## config.mk

```make
export PLATFORM = sky130hd
export DESIGN_NAME = pci_central_arb
export DESIGN_NICKNAME = d
export VERILOG_FILES = /design/src/rtl/pca_pkg.sv /design/src/rtl/pca_rr_pick.sv /design/src/rtl/pca_enable.sv /design/src/rtl/pca_gnt_drv.sv /design/src/rtl/pci_central_arb.sv
export SDC_FILE = /design/constraint.sdc
export NUM_CORES = 1
export LEC_CHECK = 0
export BUFFER_PORTS_ARGS = -buffer_cell sky130_fd_sc_hd__buf_2
export CAP_MARGIN = 10
export CORE_UTILIZATION = 53
export CTS_CLUSTER_DIAMETER = 80
export DETAILED_ROUTE_END_ITERATION = 7
export GPL_TIMING_DRIVEN = 0
export HOLD_SLACK_MARGIN = 0.12
export PLACE_DENSITY = 0.89
export SLEW_MARGIN = 5
export SYNTH_ARGS = -nofsm -noshare
export SYNTH_HDL_FRONTEND = slang
export SYNTH_SLANG_ARGS = --single-unit
export TNS_END_PERCENT = 5
```

## constraint.sdc

```tcl
create_clock -name clk -period 4.25 [get_ports clk]
set_input_delay 0.425 -clock clk [delete_from_list [all_inputs] [get_ports clk]]
set_output_delay 0.425 -clock clk [all_outputs]
set_load 0.1 [all_outputs]
```

## src/rtl/pca_pkg.sv

```systemverilog
package pca_pkg;

   // Action taken on the grant state at the next clock edge.
   typedef enum logic [1:0] {
      ACT_HOLD = 2'd0,  // keep the current owner
      ACT_TAKE = 2'd1,  // no grant out: hand it to the target
      ACT_SWAP = 2'd2,  // bus busy: move straight to the target
      ACT_DROP = 2'd3   // bus idle: remove the grant, leaving a gap
   } arb_act_e;

endpackage

```

## src/rtl/pca_rr_pick.sv

```systemverilog
module pca_rr_pick #(
   parameter int N  = 6,
   parameter int IW = 3
) (
   input  logic [N-1:0]  req,
   input  logic [IW-1:0] last,
   output logic [IW-1:0] win,
   output logic          any
);

   // Search one past the last owner, wrap around, and stop at the first request.
   always_comb begin
      win = '0;
      any = 1'b0;
      for (int i = 1; i <= N; i++) begin
         int k;
         k = int'(last) + i;
         if (k >= N) k = k - N;
         if (!any && req[k]) begin
            any = 1'b1;
            win = IW'(k);
         end
      end
   end

endmodule

```

## src/rtl/pca_enable.sv

```systemverilog
module pca_enable (
   input  logic clk,
   input  logic rst_n,
   input  logic strap_dis,
   input  logic cfg_wr,
   input  logic cfg_en,
   output logic en
);

   // The strap is inverted into the bit during reset; after reset, writes decide.
   always_ff @(posedge clk) begin
      if (!rst_n)      en <= ~strap_dis;
      else if (cfg_wr) en <= cfg_en;
   end

endmodule

```

## src/rtl/pca_gnt_drv.sv

```systemverilog
module pca_gnt_drv #(
   parameter int N_EXT = 5,
   parameter int IW    = 3
) (
   input  logic             en,
   input  logic             gnt_on,
   input  logic [IW-1:0]    owner,
   input  logic             host_req,
   input  logic             ext_gnt_n,
   output logic [N_EXT-1:0] mgnt_n,
   output logic             host_gnt
);

   localparam logic [IW-1:0] HOST_IDX = IW'(N_EXT);

   for (genvar g = 0; g < N_EXT; g++) begin : g_pin
      if (g == 0) begin : g_shared
         // Pair 0 reverses direction in bypass: it carries the host's request out.
         assign mgnt_n[g] = en ? ~(gnt_on && (owner == IW'(g))) : ~host_req;
      end else begin : g_plain
         assign mgnt_n[g] = ~(en && gnt_on && (owner == IW'(g)));
      end
   end

   assign host_gnt = en ? (gnt_on && (owner == HOST_IDX)) : ~ext_gnt_n;

endmodule

```

## src/rtl/pci_central_arb.sv

```systemverilog
module pci_central_arb #(
   parameter int N_EXT = 5
) (
   input  logic             clk,
   input  logic             rst_n,
   input  logic             strap_dis,
   input  logic             cfg_wr,
   input  logic             cfg_en,
   input  logic [N_EXT-1:0] mreq_n,
   output logic [N_EXT-1:0] mgnt_n,
   input  logic             host_req,
   output logic             host_gnt,
   input  logic             bus_frame_n,
   input  logic             bus_irdy_n,
   output logic             arb_on
);
   import pca_pkg::*;

   localparam int N_ALL = N_EXT + 1;
   localparam int IW    = $clog2(N_ALL);
   localparam logic [IW-1:0] HOST_IDX = IW'(N_EXT);

   if (N_EXT < 2 || N_EXT > 15) begin : g_bad_count
      $error("pci_central_arb: N_EXT must lie in 2..15");
   end

   logic             en;
   logic [N_ALL-1:0] req_v;
   logic [IW-1:0]    owner_q, win, target;
   logic             gnt_on_q, started_q, any_req;
   logic             busy, used, rearb;
   arb_act_e         act;

   assign req_v = {host_req, ~mreq_n};
   assign busy  = ~bus_frame_n | ~bus_irdy_n;
   // The access counts as started once FRAME goes low under the grant.
   assign used  = started_q | (gnt_on_q & ~bus_frame_n);
   assign rearb = ~gnt_on_q | ~req_v[owner_q] | used;

   pca_enable u_en (
      .clk       (clk),
      .rst_n     (rst_n),
      .strap_dis (strap_dis),
      .cfg_wr    (cfg_wr),
      .cfg_en    (cfg_en),
      .en        (en)
   );

   pca_rr_pick #(.N(N_ALL), .IW(IW)) u_pick (
      .req  (req_v),
      .last (owner_q),
      .win  (win),
      .any  (any_req)
   );

   // With no requests, the target is the park position (the internal requester).
   assign target = any_req ? win : HOST_IDX;

   always_comb begin
      act = ACT_HOLD;
      if (rearb) begin
         if (!gnt_on_q)              act = ACT_TAKE;
         else if (target != owner_q) act = busy ? ACT_SWAP : ACT_DROP;
      end
   end

   always_ff @(posedge clk) begin
      if (!rst_n) begin
         owner_q   <= HOST_IDX;
         gnt_on_q  <= ~strap_dis;
         started_q <= 1'b0;
      end else if (!en) begin
         owner_q   <= HOST_IDX;
         gnt_on_q  <= 1'b0;
         started_q <= 1'b0;
      end else begin
         unique case (act)
            ACT_TAKE, ACT_SWAP: begin
               owner_q   <= target;
               gnt_on_q  <= 1'b1;
               started_q <= 1'b0;
            end
            ACT_DROP: begin
               gnt_on_q  <= 1'b0;
               started_q <= 1'b0;
            end
            default: begin
               // The same owner wins again: once the bus goes idle, it may start a new access.
               if (rearb && used && !busy)        started_q <= 1'b0;
               else if (gnt_on_q && !bus_frame_n) started_q <= 1'b1;
            end
         endcase
      end
   end

   pca_gnt_drv #(.N_EXT(N_EXT), .IW(IW)) u_drv (
      .en        (en),
      .gnt_on    (gnt_on_q),
      .owner     (owner_q),
      .host_req  (host_req),
      .ext_gnt_n (mreq_n[0]),
      .mgnt_n    (mgnt_n),
      .host_gnt  (host_gnt)
   );

   assign arb_on = en;

endmodule

```

==> impl_metrics.yaml, run 1 <==
outcome:
  status: "complete, no violations"
detailed_routing:
  initialDrtViolationCount: 136
  firstDrtPassIters: 5
  m1WireLength_um: 2001
  route.met3.wl_um: 326
  drc_errors: 0
  drtAntennaViolNets: 0
  dr.max_layer_used: "met4"
  dr_wl_met2_um: 2141
  vias: 1775
  wirelength_um: 4629
  vias_per_cell: 6.827
  wl_per_cell_um: 17.80
sta:
  relSlewSlack_pct: 62.58
  hold_viol_final: 0
  min_period_ns: 4.103
  max_slew.worst_pin.slew_ns: 0.5566
  setup_ws_ns: 0.1466
  fmax_mhz: 243.7
  fin_crit_sh_pct: 96.55
  skew_ns: 0.007216
  setup_viol: 0
  drv_slew: 0
yosys:
  ys_seq_elements: 6
  syn_inst: 197
  synth_nets: 226
  synth_enable_flop_cells: 2
  synth.largest_area_cell: "ha_1"
  synth_area_um2: 1533
  synth_area_per_cell_um2: 7.780
  synth.top_cell.area_share_pct: 13.06
  ys_types: 70
  ys_warn_count: 0
  synth_seq_area_share_pct: 9.143
  synth_area_leaders: "ha_1, dfxtp_1, a21oi_1"
  ys_async_sr_fraction_pct: 0
  synth_ff_type: "dfxtp_1"
cells_and_area:
  insertedDiodeCount: 0
  area_delta_synth_final_pct: 23.67
  seqCellArea_um2: 148.9
  layout.nets: 259
  multiInputGateArea_um2: 1395
  layout_commonest_cell: "buf_2"
  layout-drive-gt1-share_pct: 31.88
  layout_common_cells: "buf_2, nand2_1, ha_1"
  fillCellCount: 196
grt:
  grtUsageTotal_pct: 27.34
  antenna_found_initial: 0
  grt_max_degree: 13
  grt_pass1_wl_um: 6879
  grt_pass1_vias: 1469
  gr-total-overflow: 0
clock_tree:
  clk_path_buf_depth: 2
  cts_sinks: 6
  cts_hold_buf: 0
  clk_pin_slew_worst_paths_ns: 0.05
  numCtsBuffers: 3
  cts_tree: "done"
  cts-root-buf: "clkbuf_4"
  htreeDepth: 1
  clkLatencyLatePin_ns: 0.25
place:
  dp_slack_ns: -0.5316
  portBuffers: 19
  place_congestion: 0.9079
  post-dp-hpwl_um: 3094
floorplan:
  die_y_um: 55.78
  fp.dieW_um: 55.78
  num_rows: 19
  io_pins: 20
  dieArea_um2: 3111
  initial_core_util_pct: 55.58
  fp.coreArea_um2: 2758
setup_path:
  required_ns: 4.25
  path_common_cell: "ha_1"
  cp.arrival_ns: 4.10
  worstSetupStartpointType: "register"
  endpoint_kind: "register"
  path_cells: "buf_8 > clkinvlp_4 > ha_4 > inv_1 > ha_1 > or2_1 > o2111a_2 > o31a_1 > a311oi_2 > a211oi_1 > o21ai_2 > xnor2_1 > a31oi_1 > ha_1 > or3_1"
  cpPeakStageDelay_ns: 0.41
  path_class: "register to register"
  critPathMaxFanout: 10
  crit_slowest_cell: "or3_1"
min_path:
  hold_path_class: "input pin to register"
job:
  drv_cap: 0
==> synth_stat cells (4+ instances only) <==
library cell and instances:
nand2b_1 5, nor2b_1 6, a21oi_1 13, nand3_1 5, nor2_1 11, ha_1 16, nand2_1 16, inv_1 9
o21a_1 6, dfxtp_1 4, mux2i_1 5, o21ai_0 10
==> critical path, delay by kind of cell (launching register included) <==
kind	cells	cell delay, ns
AND/OR/NAND/NOR	2	0.66
adder cells (fa/ha/maj)	3	0.98
flip-flops	1	0.39
XOR/XNOR	1	0.17
AO/OA/AOI/OAI	6	1.26
buffers and inverters	3	0.40
==> state kept, by name (all words and copies together), names as in the netlist <==
signal / flops
u_en.en: 1
started_q: 1
owner_q: 3
gnt_on_q: 1
==> cells by family after synthesis <==
| kind of cell | share of synthesized area (%) |
|---|---|
| multiplexers | 5.469 |
| adder cells (fa/ha/maj) | 13.06 |
| AND/OR/NAND/NOR | 25.88 |
| AO/OA/AOI/OAI | 37.55 |
| buffers and inverters | 6.611 |
| XOR/XNOR | 2.286 |
| flip-flops | 9.143 |
==> per-layer routing <==
metal	global-route usage [%]	up-vias
li1	-	830
met1	37.23	825
met5	0	-
met2	44.23	99
met3	3.488	21
met4	9.643	0
==> worst paths after layout <==
kind,start,endpoint,slack [ns],cells after the start
worst max register to register,owner_q[2],gnt_on_q,0.15,15
worst min register to register,started_q,started_q,0.58,2
worst max-delay path,owner_q[2],gnt_on_q,0.15,15
worst min-delay path,rst_n,owner_q[2],0.46,2
==> metrics by stage <==
stage	TNS (ns)	cells	hold slack (ns)	instance area, um^2	util, %
2_1_floorplan	0	197	0.4556	1533	-
3_3_place_gp	-1.143	247	0.4969	1667	60.44
3_5_place_dp	-1.754	247	0.5090	1667	60.44
4_1_cts	0	254	0.4406	1747	63.34
5_1_grt	-0.01236	260	0.4542	1896	68.74
6_report	0	260	0.4570	1896	68.74
==> final cells by class <==
cell class / instances / share of cell area, %
Tap cell: 31 / 2.046
Sequential cell: 6 / 7.855
Clock buffer: 4 / 1.386
Multi-Input combinational cell: 172 / 73.60
Inverter: 10 / 2.706
Timing Repair Buffer: 29 / 8.977
Buffer: 8 / 3.432
==> what timing repair did <==
item	in CTS	in global routing
setup buffers	4	6
endpoints found under the hold margin	0	0
endpoints found under the setup margin	5	5
gates resized for setup	9	24
pin swaps	2	4
Power of run 1 is not shown: default switching activity piles up to over one toggle a cycle in this logic, so the estimate is an artifact.
==> run 2, diff against run 1 <==
==> constraint.sdc (replaced) <==
create_clock -name clk -period 3.53 [get_ports clk]
set_input_delay 0.353 -clock clk [delete_from_list [all_inputs] [get_ports clk]]
set_output_delay 0.353 -clock clk [all_outputs]
set_load 0.1 [all_outputs]
==> impl_metrics.yaml, run 2 (synthesis results as in run 1) <==
setup_path:
  cp.arrival_ns: 3.84
  startpoint: "owner_q[2]"
  critPathMaxFanout: 6
  endpoint_kind: "register"
  rr_endpoint: "gnt_on_q"
  ff2ff_setup_slack_ns: -0.30
  reg2reg_from: "owner_q[2]"
  r2r_cells: 13
  path_class: "register to register"
  worstSetupStartpointType: "register"
  required_ns: 3.55
sta:
  grt_setup_unrepaired: "yes"
  relSlewSlack_pct: 57.13
  fmax_mhz: 261.3
  setup_ws_ns: -0.2977
  skew_ns: 0.0006667
  drv_slew: 0
  setup_viol: 5
  fin_crit_sh_pct: 108.4
  max_slew.worst_pin.slew_ns: 0.6251
  hold_viol_final: 0
  whs_ns: 0.3682
  min_period_ns: 3.828
detailed_routing:
  vias_per_cell: 6.708
  drtAntennaViolNets: 0
  vias: 1791
  wirelength_um: 4907
  initialDrtViolationCount: 119
  wl_per_cell_um: 18.38
  drc_errors: 0
  firstDrtPassIters: 4
cells_and_area:
  layout.nets: 266
  fin_cells: 267
  layout-drive-gt1-share_pct: 43.22
  layout_common_cells: "buf_2, nand2_1, buf_4"
  regMostFlops: "owner_q"
  largest_reg_flops: 3
  layout_commonest_cell: "buf_2"
  area_delta_synth_final_pct: 38.29
  fillCellCount: 182
  final_area_um2: 2120
  insertedDiodeCount: 0
place:
  numPlacedInstances: 247
  dpl_cell_area_um2: 1770
  post-dp-hpwl_um: 3179
  place_congestion: 0.9054
  portBuffers: 19
grt:
  grt_max_degree: 12
  grt_pass1_vias: 1636
  gr-total-overflow: 0
  grt_pass1_wl_um: 7493
  grtUsageTotal_pct: 30.46
  antenna_found_initial: 0
clock_tree:
  clk_path_buf_depth: 2
  clk_pin_slew_worst_paths_ns: 0.05
  clkLatencyLatePin_ns: 0.26
  cts_sinks: 6
  cts-root-buf: "clkbuf_4"
  numCtsBuffers: 3
  cts_tree: "done"
  htreeDepth: 1
floorplan:
  num_rows: 19
  fp.dieW_um: 55.78
  initial_core_util_pct: 55.58
  fp.coreArea_um2: 2758
  die_y_um: 55.78
  dieArea_um2: 3111
  io_pins: 20
job:
  drv_cap: 0
min_path:
  min_from: "rst_n"
  min_to: "owner_q[2]"
  hold_path_class: "input pin to register"
  worstHoldPathCells: 2
outcome:
  violations: "setup timing"
  status: "finished with violations"
==> run 2: cell count changes in the layout (fill, tap and decap cells not counted), moves of 2 or more <==
cell | before | now
a211oi_1 | 3 | 1
buf_12 | 0 | 2
buf_4 | 10 | 16
clkinvlp_4 | 3 | 1
ha_1 | 14 | 8
ha_2 | 0 | 3
ha_4 | 2 | 5
inv_1 | 6 | 4
inv_2 | 0 | 2
==> run 2: metal layers <==
metal  vias to the layer above  global-route usage (%)  wire length (um)
li1                        845                       -                 -
met1                       836                   38.54              1996
met2                        94                   52.32              2409
met3                        16                   1.860               338
met4                         0                   15.00               162
met5                         -                       0                 0
==> run 2: per-stage QoR <==
step	util [%]	setup slack [ns]	TNS, ns
floorplan	-	-0.09892	-0.1173
global placement	64.20	-0.5417	-1.948
detailed placement	64.20	-0.6010	-2.268
CTS	73.41	-0.2874	-0.9349
global route	76.86	-0.4611	-1.992
finish	76.86	-0.2977	-1.011
==> run 2: worst max-delay path: stages (launching register included) <==
cell        delay [ns]
dfxtp_4           0.38
buf_12            0.11
clkinvlp_4        0.14
ha_2              0.25
a211o_1           0.37
a221oi_2          0.45
a211oi_4          0.11
or2_2             0.35
o41ai_2           0.33
mux2i_1           0.11
nor2_1            0.13
a31oi_1           0.10
ha_1              0.35
or3_4             0.39
==> run 2: worst max-delay path by stage <==
stage                     to  slack, ns  cells after the start
floorplan           gnt_on_q       -0.1                     15
global placement    gnt_on_q      -0.54                     14
detailed placement  gnt_on_q      -0.60                     14
CTS                 gnt_on_q      -0.29                     16
global route        gnt_on_q      -0.46                     13
finish              gnt_on_q      -0.30                     13
==> run 2: final cells by class <==
class                           instances  area [um^2]  share of cell area [%]
Buffer                                  9        93.84                   4.427
Tap cell                               31        38.79                   1.830
Timing Repair Buffer                   35        215.2                   10.15
Multi-Input combinational cell        172         1533                   72.31
Inverter                               10        61.31                   2.893
Sequential cell                         6        151.4                   7.143
Clock buffer                            4        26.28                   1.240
==> run 2: timing repair <==
action                     CTS  global route
hold buffers                 0             0
setup endpoints to repair    6             6
setup buffers               11             5
gates resized for setup     29            14
pin swaps                   15            10
Power of run 2 is left out for the same reason.
==> run 3, diff against run 2 <==
--- a/config.mk
+++ b/config.mk
@@ -7,12 +7,12 @@
 export LEC_CHECK = 0
 export BUFFER_PORTS_ARGS = -buffer_cell sky130_fd_sc_hd__buf_2
 export CAP_MARGIN = 10
-export CORE_UTILIZATION = 53
+export CORE_UTILIZATION = 55
 export CTS_CLUSTER_DIAMETER = 80
 export DETAILED_ROUTE_END_ITERATION = 7
 export GPL_TIMING_DRIVEN = 0
 export HOLD_SLACK_MARGIN = 0.12
-export PLACE_DENSITY = 0.89
+export PLACE_DENSITY = 0.88
 export SLEW_MARGIN = 5
 export SYNTH_ARGS = -nofsm -noshare
 export SYNTH_HDL_FRONTEND = slang
==> constraint.sdc (replaced) <==
create_clock -name clk -period 4.54 [get_ports clk]
set_input_delay 0.454 -clock clk [delete_from_list [all_inputs] [get_ports clk]]
set_output_delay 0.454 -clock clk [all_outputs]
set_load 0.1 [all_outputs]
==> impl_metrics.yaml, run 3 (synthesis results as in run 1) <==
outcome:
  status: "complete, no violations"
detailed_routing:
  wirelength_um: 3994
  firstDrtPassIters: 4
  drc_errors: 0
  vias: 1650
  wl_per_cell_um: 15.91
  initialDrtViolationCount: 65
  vias_per_cell: 6.574
  drtAntennaViolNets: 0
cells_and_area:
  fillCellCount: 227
  layout_commonest_cell: "buf_2"
  area_delta_synth_final_pct: 13.88
  layout_common_cells: "buf_2, nand2_1, a21oi_1, ha_1"
  largest_reg_flops: 3
  layout.nets: 251
  regMostFlops: "owner_q"
  layout-drive-gt1-share_pct: 25.34
  insertedDiodeCount: 0
clock_tree:
  htreeDepth: 1
  clk_pin_slew_worst_paths_ns: 0.05
  cts_hold_buf: 0
  clkLatencyLatePin_ns: 0.25
  cts_sinks: 6
  numCtsBuffers: 3
  cts_tree: "done"
  cts-root-buf: "clkbuf_4"
  clk_path_buf_depth: 2
floorplan:
  fp.coreArea_um2: 2545
  fp.dieW_um: 54.79
  die_y_um: 54.79
  dieArea_um2: 3002
  io_pins: 20
  num_rows: 18
  initial_core_util_pct: 60.23
grt:
  grtUsageTotal_pct: 28.43
  grt_pass1_wl_um: 6203
  gr-total-overflow: 0
  grt_pass1_vias: 1355
  grt_max_degree: 11
  antenna_found_initial: 0
place:
  dp_slack_ns: -0.2788
  place_congestion: 0.8832
  post-dp-hpwl_um: 3042
  portBuffers: 19
sta:
  setup_viol: 0
  grt_setup_unrepaired: "no"
  skew_ns: 0.01167
  fmax_mhz: 234.0
  whs_ns: 0.4646
  drv_slew: 0
  fin_crit_sh_pct: 94.13
  relSlewSlack_pct: 57.83
  hold_viol_final: 0
  max_slew.worst_pin.slew_ns: 0.6325
  min_period_ns: 4.274
  setup_ws_ns: 0.2665
setup_path:
  path_class: "register to register"
  worstSetupStartpointType: "register"
  endpoint_kind: "register"
  cp.arrival_ns: 4.28
  required_ns: 4.54
  startpoint: "owner_q[1]"
  r2r_cells: 15
  reg2reg_from: "owner_q[1]"
  critPathMaxFanout: 12
job:
  drv_cap: 0
min_path:
  min_from: "rst_n"
  worstHoldPathCells: 2
  hold_path_class: "input pin to register"
==> run 3: routing by layer <==
metal  GRT usage [%]  vias to the layer above  wire length [um]
met2           48.80                       63              1855
met5               0                        -                 0
li1                -                      814                 -
met4           3.846                        0                42
met3           3.889                        4               238
met1           37.89                      769              1857
==> run 3: worst paths after layout <==
kind / endpoint / slack, ns
setup / recovery: gnt_on_q / 0.27
hold / removal: owner_q[2] / 0.46
setup reg to reg: gnt_on_q / 0.27
hold reg to reg: started_q / 0.50
==> run 3: layout make-up <==
cell class	instances	area [um^2]	share of cell area, %
tap	30	37.54	2.151
clock buffer	4	26.28	1.505
sequential	6	142.6	8.172
timing repair buffer	21	110.1	6.308
buffer	8	61.31	3.513
inverter	10	42.54	2.437
multi-input combinational	172	1325	75.91
==> run 3: stage by stage <==
stage	util [%]	setup TNS (ns)	instances	instance area, um^2
final	68.58	0	251	1745
after CTS	67.75	0	252	1724
after global routing	68.58	0	251	1745
after global placement	65.44	-0.3521	246	1665
after floorplan	-	0	197	1533
after detailed placement	65.44	-0.6139	246	1665
==> run 3: repair_timing <==
| action | in CTS | in global routing |
|---|---|---|
| setup endpoints to repair | 3 | 4 |
| resized for setup | 6 | 7 |
| buffers inserted | 2 | 0 |
| pin swaps | 1 | 1 |
==> run 3: critical path: stages (launching register included) <==
cell and delay, ns:
dfxtp_2 0.48, clkinvlp_4 0.19, ha_1 0.35, clkbuf_4 0.21, clkinv_2 0.16, ha_2 0.36, a2111oi_4 0.39, buf_4 0.18
nor2_1 0.04, o311ai_1 0.31, a22oi_1 0.17, mux2i_1 0.17, nor2_1 0.07, a31oi_1 0.18, ha_2 0.34, or3_1 0.42
Power of run 3 is left out for the same reason.
